$ cat config.mk
export PLATFORM = sky130hd
export DESIGN_NAME = dual_irq_ctrl
export DESIGN_NICKNAME = d
export VERILOG_FILES = /design/src/rtl/irq_pkg.sv /design/src/rtl/irq_sync_chain.sv /design/src/rtl/nmi_edge_qual.sv /design/src/rtl/intr_boundary_sampler.sv /design/src/rtl/irq_priority_sel.sv /design/src/rtl/dual_irq_ctrl.sv
export SDC_FILE = /design/constraint.sdc
export NUM_CORES = 1
export LEC_CHECK = 0
export CORE_MARGIN = 2
export CORE_UTILIZATION = 51
export CTS_BUF_LIST = sky130_fd_sc_hd__clkbuf_8
export DETAILED_ROUTE_END_ITERATION = 6
export DONT_BUFFER_PORTS = 1
export PLACE_DENSITY = 0.67
export SLEW_MARGIN = 20
export SYNTH_ARGS = -nofsm -noshare
export SYNTH_HDL_FRONTEND = slang
export SYNTH_SLANG_ARGS = --single-unit
export TNS_END_PERCENT = 5
$ cat constraint.sdc
create_clock -name clk -period 1 [get_ports clk]
set_input_delay 0.1 -clock clk [delete_from_list [all_inputs] [get_ports clk]]
set_output_delay 0.1 -clock clk [all_outputs]
set_load 0.02 [all_outputs]
$ cat src/rtl/irq_pkg.sv
// Package: shared constants and types for the two-source interrupt arbiter.
// Assumes type numbers are at most 8 bits wide.
package irq_pkg;
    localparam int NMI_TYPE_NUM = 2;

    typedef enum logic [1:0] {
        SRC_NONE = 2'd0,
        SRC_NMI  = 2'd1,
        SRC_MASK = 2'd2
    } irq_src_e;
endpackage

$ cat src/rtl/irq_sync_chain.sv
// Module: multi-flop synchroniser for a single asynchronous bit.
// Assumes STAGES >= 2; output lags the input by STAGES rising edges.
module irq_sync_chain #(
    parameter int STAGES = 2
) (
    input  logic clk,
    input  logic rst_n,
    input  logic d_async,
    output logic q_sync
);
    logic [STAGES-1:0] chain_q;

    // Shift the raw bit through the flop chain.
    always_ff @(posedge clk) begin
        if (!rst_n) chain_q <= '0;
        else        chain_q <= {chain_q[STAGES-2:0], d_async};
    end

    assign q_sync = chain_q[STAGES-1];
endmodule

$ cat src/rtl/nmi_edge_qual.sv
// Module: qualifies a rising edge of the non-maskable line and latches it.
// A rise counts once the synchronised level has been high for MIN_HIGH
// consecutive samples after a low sample. The latch clears only on pend_clr.
// Assumes MIN_HIGH >= 2. A new qualified edge wins over a clear on the same edge.
module nmi_edge_qual #(
    parameter int SYNC_STAGES = 2,
    parameter int MIN_HIGH    = 2
) (
    input  logic clk,
    input  logic rst_n,
    input  logic nmi_async,
    input  logic pend_clr,
    output logic pend
);
    localparam int WIN_W = MIN_HIGH + 1;

    logic                nmi_s;
    logic [MIN_HIGH-1:0] hist_q;
    logic [WIN_W-1:0]    window;
    logic                qualified;

    irq_sync_chain #(.STAGES(SYNC_STAGES)) u_sync (
        .clk    (clk),
        .rst_n  (rst_n),
        .d_async(nmi_async),
        .q_sync (nmi_s)
    );

    // Keep the recent history of the synchronised level.
    always_ff @(posedge clk) begin
        if (!rst_n) hist_q <= '0;
        else        hist_q <= {hist_q[MIN_HIGH-2:0], nmi_s};
    end

    assign window    = {hist_q, nmi_s};
    assign qualified = (&window[MIN_HIGH-1:0]) && !window[MIN_HIGH];

    // Latch a qualified edge until it is acknowledged.
    always_ff @(posedge clk) begin
        if (!rst_n)        pend <= 1'b0;
        else if (qualified) pend <= 1'b1;
        else if (pend_clr)  pend <= 1'b0;
    end
endmodule

$ cat src/rtl/intr_boundary_sampler.sv
// Module: samples the maskable level line on instruction boundaries.
// The line, enable flag, boundary strobe and offered type are registered on
// every rising edge. One edge later a boundary sample with line and enable
// high latches the request and its type. Assumes insn_done is one clock wide.
module intr_boundary_sampler #(
    parameter int TYPE_W = 8
) (
    input  logic              clk,
    input  logic              rst_n,
    input  logic              mirq_level,
    input  logic              int_enable,
    input  logic              insn_done,
    input  logic [TYPE_W-1:0] mirq_type,
    input  logic              hold_clr,
    output logic              hold,
    output logic [TYPE_W-1:0] hold_type
);
    logic              lvl_q, ie_q, bnd_q;
    logic [TYPE_W-1:0] type_q;
    logic              take;

    // Register the inputs on the rising clock edge.
    always_ff @(posedge clk) begin
        if (!rst_n) begin
            lvl_q  <= 1'b0;
            ie_q   <= 1'b0;
            bnd_q  <= 1'b0;
            type_q <= '0;
        end else begin
            lvl_q  <= mirq_level;
            ie_q   <= int_enable;
            bnd_q  <= insn_done;
            type_q <= mirq_type;
        end
    end

    assign take = bnd_q && lvl_q && ie_q;

    // Hold an accepted request and its type until acknowledged.
    always_ff @(posedge clk) begin
        if (!rst_n) begin
            hold      <= 1'b0;
            hold_type <= '0;
        end else if (hold_clr) begin
            hold      <= 1'b0;
        end else if (!hold && take) begin
            hold      <= 1'b1;
            hold_type <= type_q;
        end
    end
endmodule

$ cat src/rtl/irq_priority_sel.sv
// Module: fixed-priority selection between the two pending sources.
// The non-maskable source wins. The acknowledge is routed only to the
// source on display. Purely combinational.
module irq_priority_sel
    import irq_pkg::*;
#(
    parameter int TYPE_W = 8
) (
    input  logic              nmi_pend,
    input  logic              mask_hold,
    input  logic [TYPE_W-1:0] mask_type,
    input  logic              ack,
    output logic              req,
    output logic [TYPE_W-1:0] type_out,
    output logic              ack_nmi,
    output logic              ack_mask
);
    irq_src_e src;

    // Pick the winning source.
    always_comb begin
        if (nmi_pend)       src = SRC_NMI;
        else if (mask_hold) src = SRC_MASK;
        else                src = SRC_NONE;
    end

    // Drive the request, the type and the acknowledge routing.
    always_comb begin
        req      = (src != SRC_NONE);
        ack_nmi  = ack && (src == SRC_NMI);
        ack_mask = ack && (src == SRC_MASK);
        case (src)
            SRC_NMI:  type_out = TYPE_W'(NMI_TYPE_NUM);
            SRC_MASK: type_out = mask_type;
            default:  type_out = '0;
        endcase
    end
endmodule

$ cat src/rtl/dual_irq_ctrl.sv
// Module: top of the two-source interrupt arbiter.
// Joins the non-maskable edge qualifier, the maskable boundary sampler and
// the priority selector. Assumes irq_ack is a one-clock strobe from the core.
module dual_irq_ctrl #(
    parameter int TYPE_W      = 8,
    parameter int SYNC_STAGES = 2,
    parameter int MIN_HIGH    = 2
) (
    input  logic              clk,
    input  logic              rst_n,
    input  logic              nmi_async,
    input  logic              mirq_level,
    input  logic              int_enable,
    input  logic              insn_done,
    input  logic              irq_ack,
    input  logic [TYPE_W-1:0] mirq_type,
    output logic              irq_req,
    output logic [TYPE_W-1:0] irq_type
);
    logic              nmi_pend, intr_hold, ack_nmi, ack_mask;
    logic [TYPE_W-1:0] intr_type;

    nmi_edge_qual #(.SYNC_STAGES(SYNC_STAGES), .MIN_HIGH(MIN_HIGH)) u_nmi (
        .clk      (clk),
        .rst_n    (rst_n),
        .nmi_async(nmi_async),
        .pend_clr (ack_nmi),
        .pend     (nmi_pend)
    );

    intr_boundary_sampler #(.TYPE_W(TYPE_W)) u_intr (
        .clk       (clk),
        .rst_n     (rst_n),
        .mirq_level(mirq_level),
        .int_enable(int_enable),
        .insn_done (insn_done),
        .mirq_type (mirq_type),
        .hold_clr  (ack_mask),
        .hold      (intr_hold),
        .hold_type (intr_type)
    );

    irq_priority_sel #(.TYPE_W(TYPE_W)) u_sel (
        .nmi_pend (nmi_pend),
        .mask_hold(intr_hold),
        .mask_type(intr_type),
        .ack      (irq_ack),
        .req      (irq_req),
        .type_out (irq_type),
        .ack_nmi  (ack_nmi),
        .ack_mask (ack_mask)
    );
endmodule

After elaboration in Yosys (flattened, before gate mapping) --
Cells that the tools add are included.
Storage, ports and cells: input bits 15, bits in registers 25, logic and storage cells 31, output and inout port bits 9
Operators by class: muxes and demuxes 5, reduce and logical (&&, ||, !) cells 13, eq/ne operators 2, bitwise logic cells 2
Operator list (count):
- 8-bit case mux with 2 select lines | 1
- 1-bit logical AND | 6
- 2-bit 2-to-1 mux | 2
- 2-bit AND reduction | 2
- 2-bit nonzero test | 2
- 2-bit by 1-bit == test with 1-bit output (second input constant) | 1
- 2-bit == test (second input constant) | 1
- 1-bit logical NOT | 2
- 1-bit 2-to-1 mux | 2
- 1-bit NOT | 2
- 2-bit OR reduction | 1

Logic depth before layout (Yosys ltp) --
depth in word-level cells 6, gate-level depth with buffers 4, depth with buffers taken out 3

Hierarchy --
A second synthesis with hierarchy kept.
Unflattened totals: cell total of the unflattened synthesis 86, area, all modules 914.6 um2
Modules (own cells, without submodules):
- intr_boundary_sampler | times used 1, seq. area each 400.4 um2, area an instance 663.1 um2, cells each 62
- irq_priority_sel | times used 1, seq. area each 0.0 um2, area an instance 103.8 um2, cells each 12
- nmi_edge_qual | times used 1, seq. area each 60.1 um2, area an instance 95.1 um2, cells each 8
- irq_sync_chain | times used 1, seq. area each 40.0 um2, area an instance 52.6 um2, cells each 4

Worst setup path after synthesis --
Ideal clock, no wire load.
path kind register to register, start reg u_intr.hold, end reg u_intr.hold_type[6], required time 0.885 ns, cell stages (with the launch flop) 5, period minus slack after synthesis 0.926 ns, setup time 0.115 ns, data arrival time 0.811 ns, setup slack 0.074 ns, path buffers 1, path through dfxtp_1 -> nand4b_4 -> buf_6 -> nand3_2 -> o21ai_2
Between the ends: word-level cells in the longest chain between the ends 6, elaborated cells between the ends (all ways) 8, those cells by class 1 x eq/ne; 2 x mux; 1 x bitwise; 4 x reduce/logical
Ends and longest elaborated chain:
- from (decl) | line intr_boundary_sampler.sv:15 | output logic hold,
- from (signal assigned) | line intr_boundary_sampler.sv:42 | hold <= 1'b0;
- from (signal assigned) | line intr_boundary_sampler.sv:45 | hold <= 1'b0;
- from (signal assigned) | line intr_boundary_sampler.sv:47 | hold <= 1'b1;
- 2-bit 2-to-1 mux | line irq_priority_sel.sv:23 | else if (mask_hold) src = SRC_MASK;
- 2-bit 2-to-1 mux | line irq_priority_sel.sv:22 | if (nmi_pend) src = SRC_NMI;
- 2-bit == test | line irq_priority_sel.sv:31 | ack_mask = ack && (src == SRC_MASK);
- 1-bit logical AND | line irq_priority_sel.sv:31
- 1-bit NOT (no line)
- 2-bit AND reduction (no line) (*)
- to (signal assigned) | line intr_boundary_sampler.sv:48 | hold_type <= type_q;
- to (decl) | line intr_boundary_sampler.sv:16 | output logic [TYPE_W-1:0] hold_type
Every way passes the cells marked *; elsewhere a longest branch is shown, timed or not. A chain may end at the register's enable or synchronous reset.

Worst setup path after layout --
start reg u_nmi.pend, end out irq_type[3]
Between the ends: word-level cells in the longest chain between the ends 3, elaborated cells between the ends (all ways) 4, those cells by class 2 x eq/ne; 2 x mux
Ends and longest elaborated chain:
- from (decl) | line nmi_edge_qual.sv:13 | output logic pend
- from (signal assigned) | line nmi_edge_qual.sv:40 | if (!rst_n) pend <= 1'b0;
- from (signal assigned) | line nmi_edge_qual.sv:41 | else if (qualified) pend <= 1'b1;
- from (signal assigned) | line nmi_edge_qual.sv:42 | else if (pend_clr) pend <= 1'b0;
- 2-bit 2-to-1 mux (*) | line irq_priority_sel.sv:22
- 2-bit == test or 2-bit by 1-bit == test with 1-bit output (tied branches) | line irq_priority_sel.sv:32 | case (src)
- 8-bit case mux with 2 select lines (*) | line irq_priority_sel.sv:32
- to (decl) | line dual_irq_ctrl.sv:18 | output logic [TYPE_W-1:0] irq_type
Marks and branches as above.

==> results.cfg <==
[drt]
drtIter0Drc = 11
wl_mm = 1.42
routed_via_density = 5.05
vias = 611
wire_per_inst_um = 11.8
drcViolationCount = 0
postRouteAntennaNets = 0
dr.pass1.iters = 4

[synthesis]
netlist_instances = 85
synth-main-ff-cell = dfxtp_1
synth_area_um2 = 892
yosys_warnings = 0
ys_async_sr_fraction = 0
synth.area.top_cells = dfxtp_1, and2_1, o21ai_2
syn_nets = 100
synth-seq-area-share = 0.561
synth.most_common_cell = dfxtp_1
synth_common_cells = dfxtp_1, and2_1, nand2_1, o21ai_2, nand3_1
yosysTopAreaCell = dfxtp_1
syn_avg_cell_area_um2 = 10.5
synth-edff-count = 0
synth.top_cell.area_share = 0.561
yosys_register_bits = 25
ys_types = 17

[placement]
dp.cells = 102
gp_congestion = 0.659
port_buffers = 0
dp_hpwl_um = 859

[timing]
post-route-period-util = 1.15
fin_skew_ns = 0.00362
report.final.slew_viol_count = 0
fin_crit_ns = 1.15
setup_tns_ns = -1.16
rsz0062_at_grt = yes
hold_viol = 6
setup_viol = 9
fmax_ghz = 0.869
timing.final.ws_setup_ns = -0.150
worst_pin_slew_ns = 0.460
relSlewSlack = 0.693
timing.hold.ws_ns = -0.0150

[finish]
final_cells = 121
nFillCells = 132
finalCoreUtilization = 0.672
area_delta_synth_final_pct = 27.2
n_antenna_cell = 0
finalNetCount = 120
layout-drive-gt1-share = 0.279

[min_path]
worstHoldPathType = in2reg
holdPathStages = 2

[floorplan]
fp.dieH_um = 45.8
coreArea_mm2 = 0.00169
die-area_mm2 = 0.00210
num_io_pins = 24
rows = 15
start_util = 0.528
die_w_um = 45.8

[outcome]
failed_checks = negative hold slack, negative setup slack
status = finished with violations

[global_route]
grt_usage = 0.153
gr-total-overflow = 0
grt_max_degree = 34
grt_pass1_wl_mm = 2.28
first_global_vias = 542
antenna_found_initial = 0

[pwr]
power.density_mw_per_mm2 = 1490
p_leak_nw = 0.500
peakVddDrop_v = 0.000919

[clock_tree]
cts_tree = built
cts_buffers = 3
htree_levels = 1
clock_sinks = 25
clock_latency_ns = 0.26
clockRootBuffer = clkbuf_8
cts_buffer_depth = 2
clk_pin_slew_worst_paths_ns = 0.08

[critical_path]
worstPathMaxFanout = 7
criticalPathCategory = reg2out
required_ns = 0.90
rr_worst_depth = 4
critPathLaunchType = register
cp-end-kind = primary output
cp.arrival_ns = 1.05

[run]
cap_violations = 0
==> critical path, stage by stage, from the launching register on <==
cell	delay, ns
dfxtp_1	0.31
and2b_4	0.29
and2_4	0.19
==> layout by cell type, fill, tap and decap left out <==
| cell type | netlist | final |
|---|---|---|
| or2_4 | 0 | 1 |
| clkbuf_8 | 0 | 3 |
| and2_4 | 0 | 7 |
| o21ai_0 | 1 | 1 |
| nand3_1 | 7 | 7 |
| a21boi_2 | 1 | 1 |
| dfxtp_2 | 0 | 1 |
| a21o_1 | 1 | 1 |
| dfxtp_1 | 25 | 24 |
| o21ai_2 | 8 | 8 |
| nand2_1 | 9 | 9 |
| and2_1 | 23 | 16 |
| nand3_2 | 1 | 1 |
| buf_4 | 0 | 5 |
| nand4b_4 | 1 | 1 |
| inv_1 | 1 | 2 |
| and2b_4 | 0 | 1 |
| o2bb2ai_1 | 1 | 1 |
| dlygate4sd3_1 | 0 | 14 |
==> state kept, by name (all words and copies together), names as in the netlist <==
signal and count:
u_intr.ie_q 1, u_intr.hold 1, u_intr.bnd_q 1, u_intr.type_q 8
u_intr.lvl_q 1, u_nmi.hist_q 2, u_intr.hold_type 8, u_nmi.pend 1
u_nmi.u_sync.chain_q 2
==> path summary, 6_finish.rpt <==
kind | start | end | slack, ns
hold reg to reg | u_intr.type_q[6] | u_intr.hold_type[6] | 0.44
setup / recovery | u_nmi.pend | irq_type[3] | -0.15
hold / removal | rst_n | u_intr.hold_type[0] | -0.01
setup reg to reg | u_intr.hold | u_intr.hold_type[7] | 0.05
==> repair_timing <==
action | 4_1_cts | 5_1_grt
gates resized for setup | 16 | 2
pin swaps | 4 | 4
hold buffers | 12 | 2
setup endpoints to repair | 9 | 10
buffers inserted | 0 | 1
gates cloned | 0 | 0
hold endpoints to repair | 25 | 11
==> final cells by class <==
type	instances	area, um^2	area share
inverters	1	3.75	0.00331
clock buffers	3	41.3	0.0364
repair buffers	19	178	0.157
well taps	17	21.3	0.0187
multi-input cells	55	385	0.340
clock inverters	1	3.75	0.00331
flip-flops and latches	25	502	0.442
==> where the power goes <==
| part | switching (mW) | internal [mW] |
|---|---|---|
| logic | 0.0324 | 0.0592 |
| registers | 0.0115 | 1.03 |
| clock network | 0.289 | 0.274 |
| total | 0.333 | 1.36 |
==> logic make-up (layout without fill, tap and decap cells) <==
group | Yosys count | in the layout | share of synthesized area
and+or+nand+nor | 43 | 43 | 0.292
DFF | 25 | 25 | 0.561
AOI/OAI and AO/OA | 12 | 12 | 0.115
buffers and inverters | 5 | 24 | 0.0322
==> per-stage QoR <==
stage / area (um^2) / total power [mW] / setup slack [ns]
finish: 1130 / 1.69 / -0.150
global route: 1130 / 1.76 / -0.187
CTS: 1100 / 1.69 / -0.167
detailed placement: 918 / 1.10 / 0.0113
global placement: 918 / 1.10 / 0.0436
floorplan: 892 / 1.11 / 0.0743
==> layer usage <==
layer  global-route usage  share of wire  routed length (um)  vias up
met1                0.188           0.43                 619      277
met5                    0              0                   0        -
li1                     -              -                   -      314
met4               0.0686          0.012                  17        0
met3               0.0476          0.063                  89        2
met2                0.242           0.49                 696       18
Note: power is estimated with default switching activity, not from simulation.
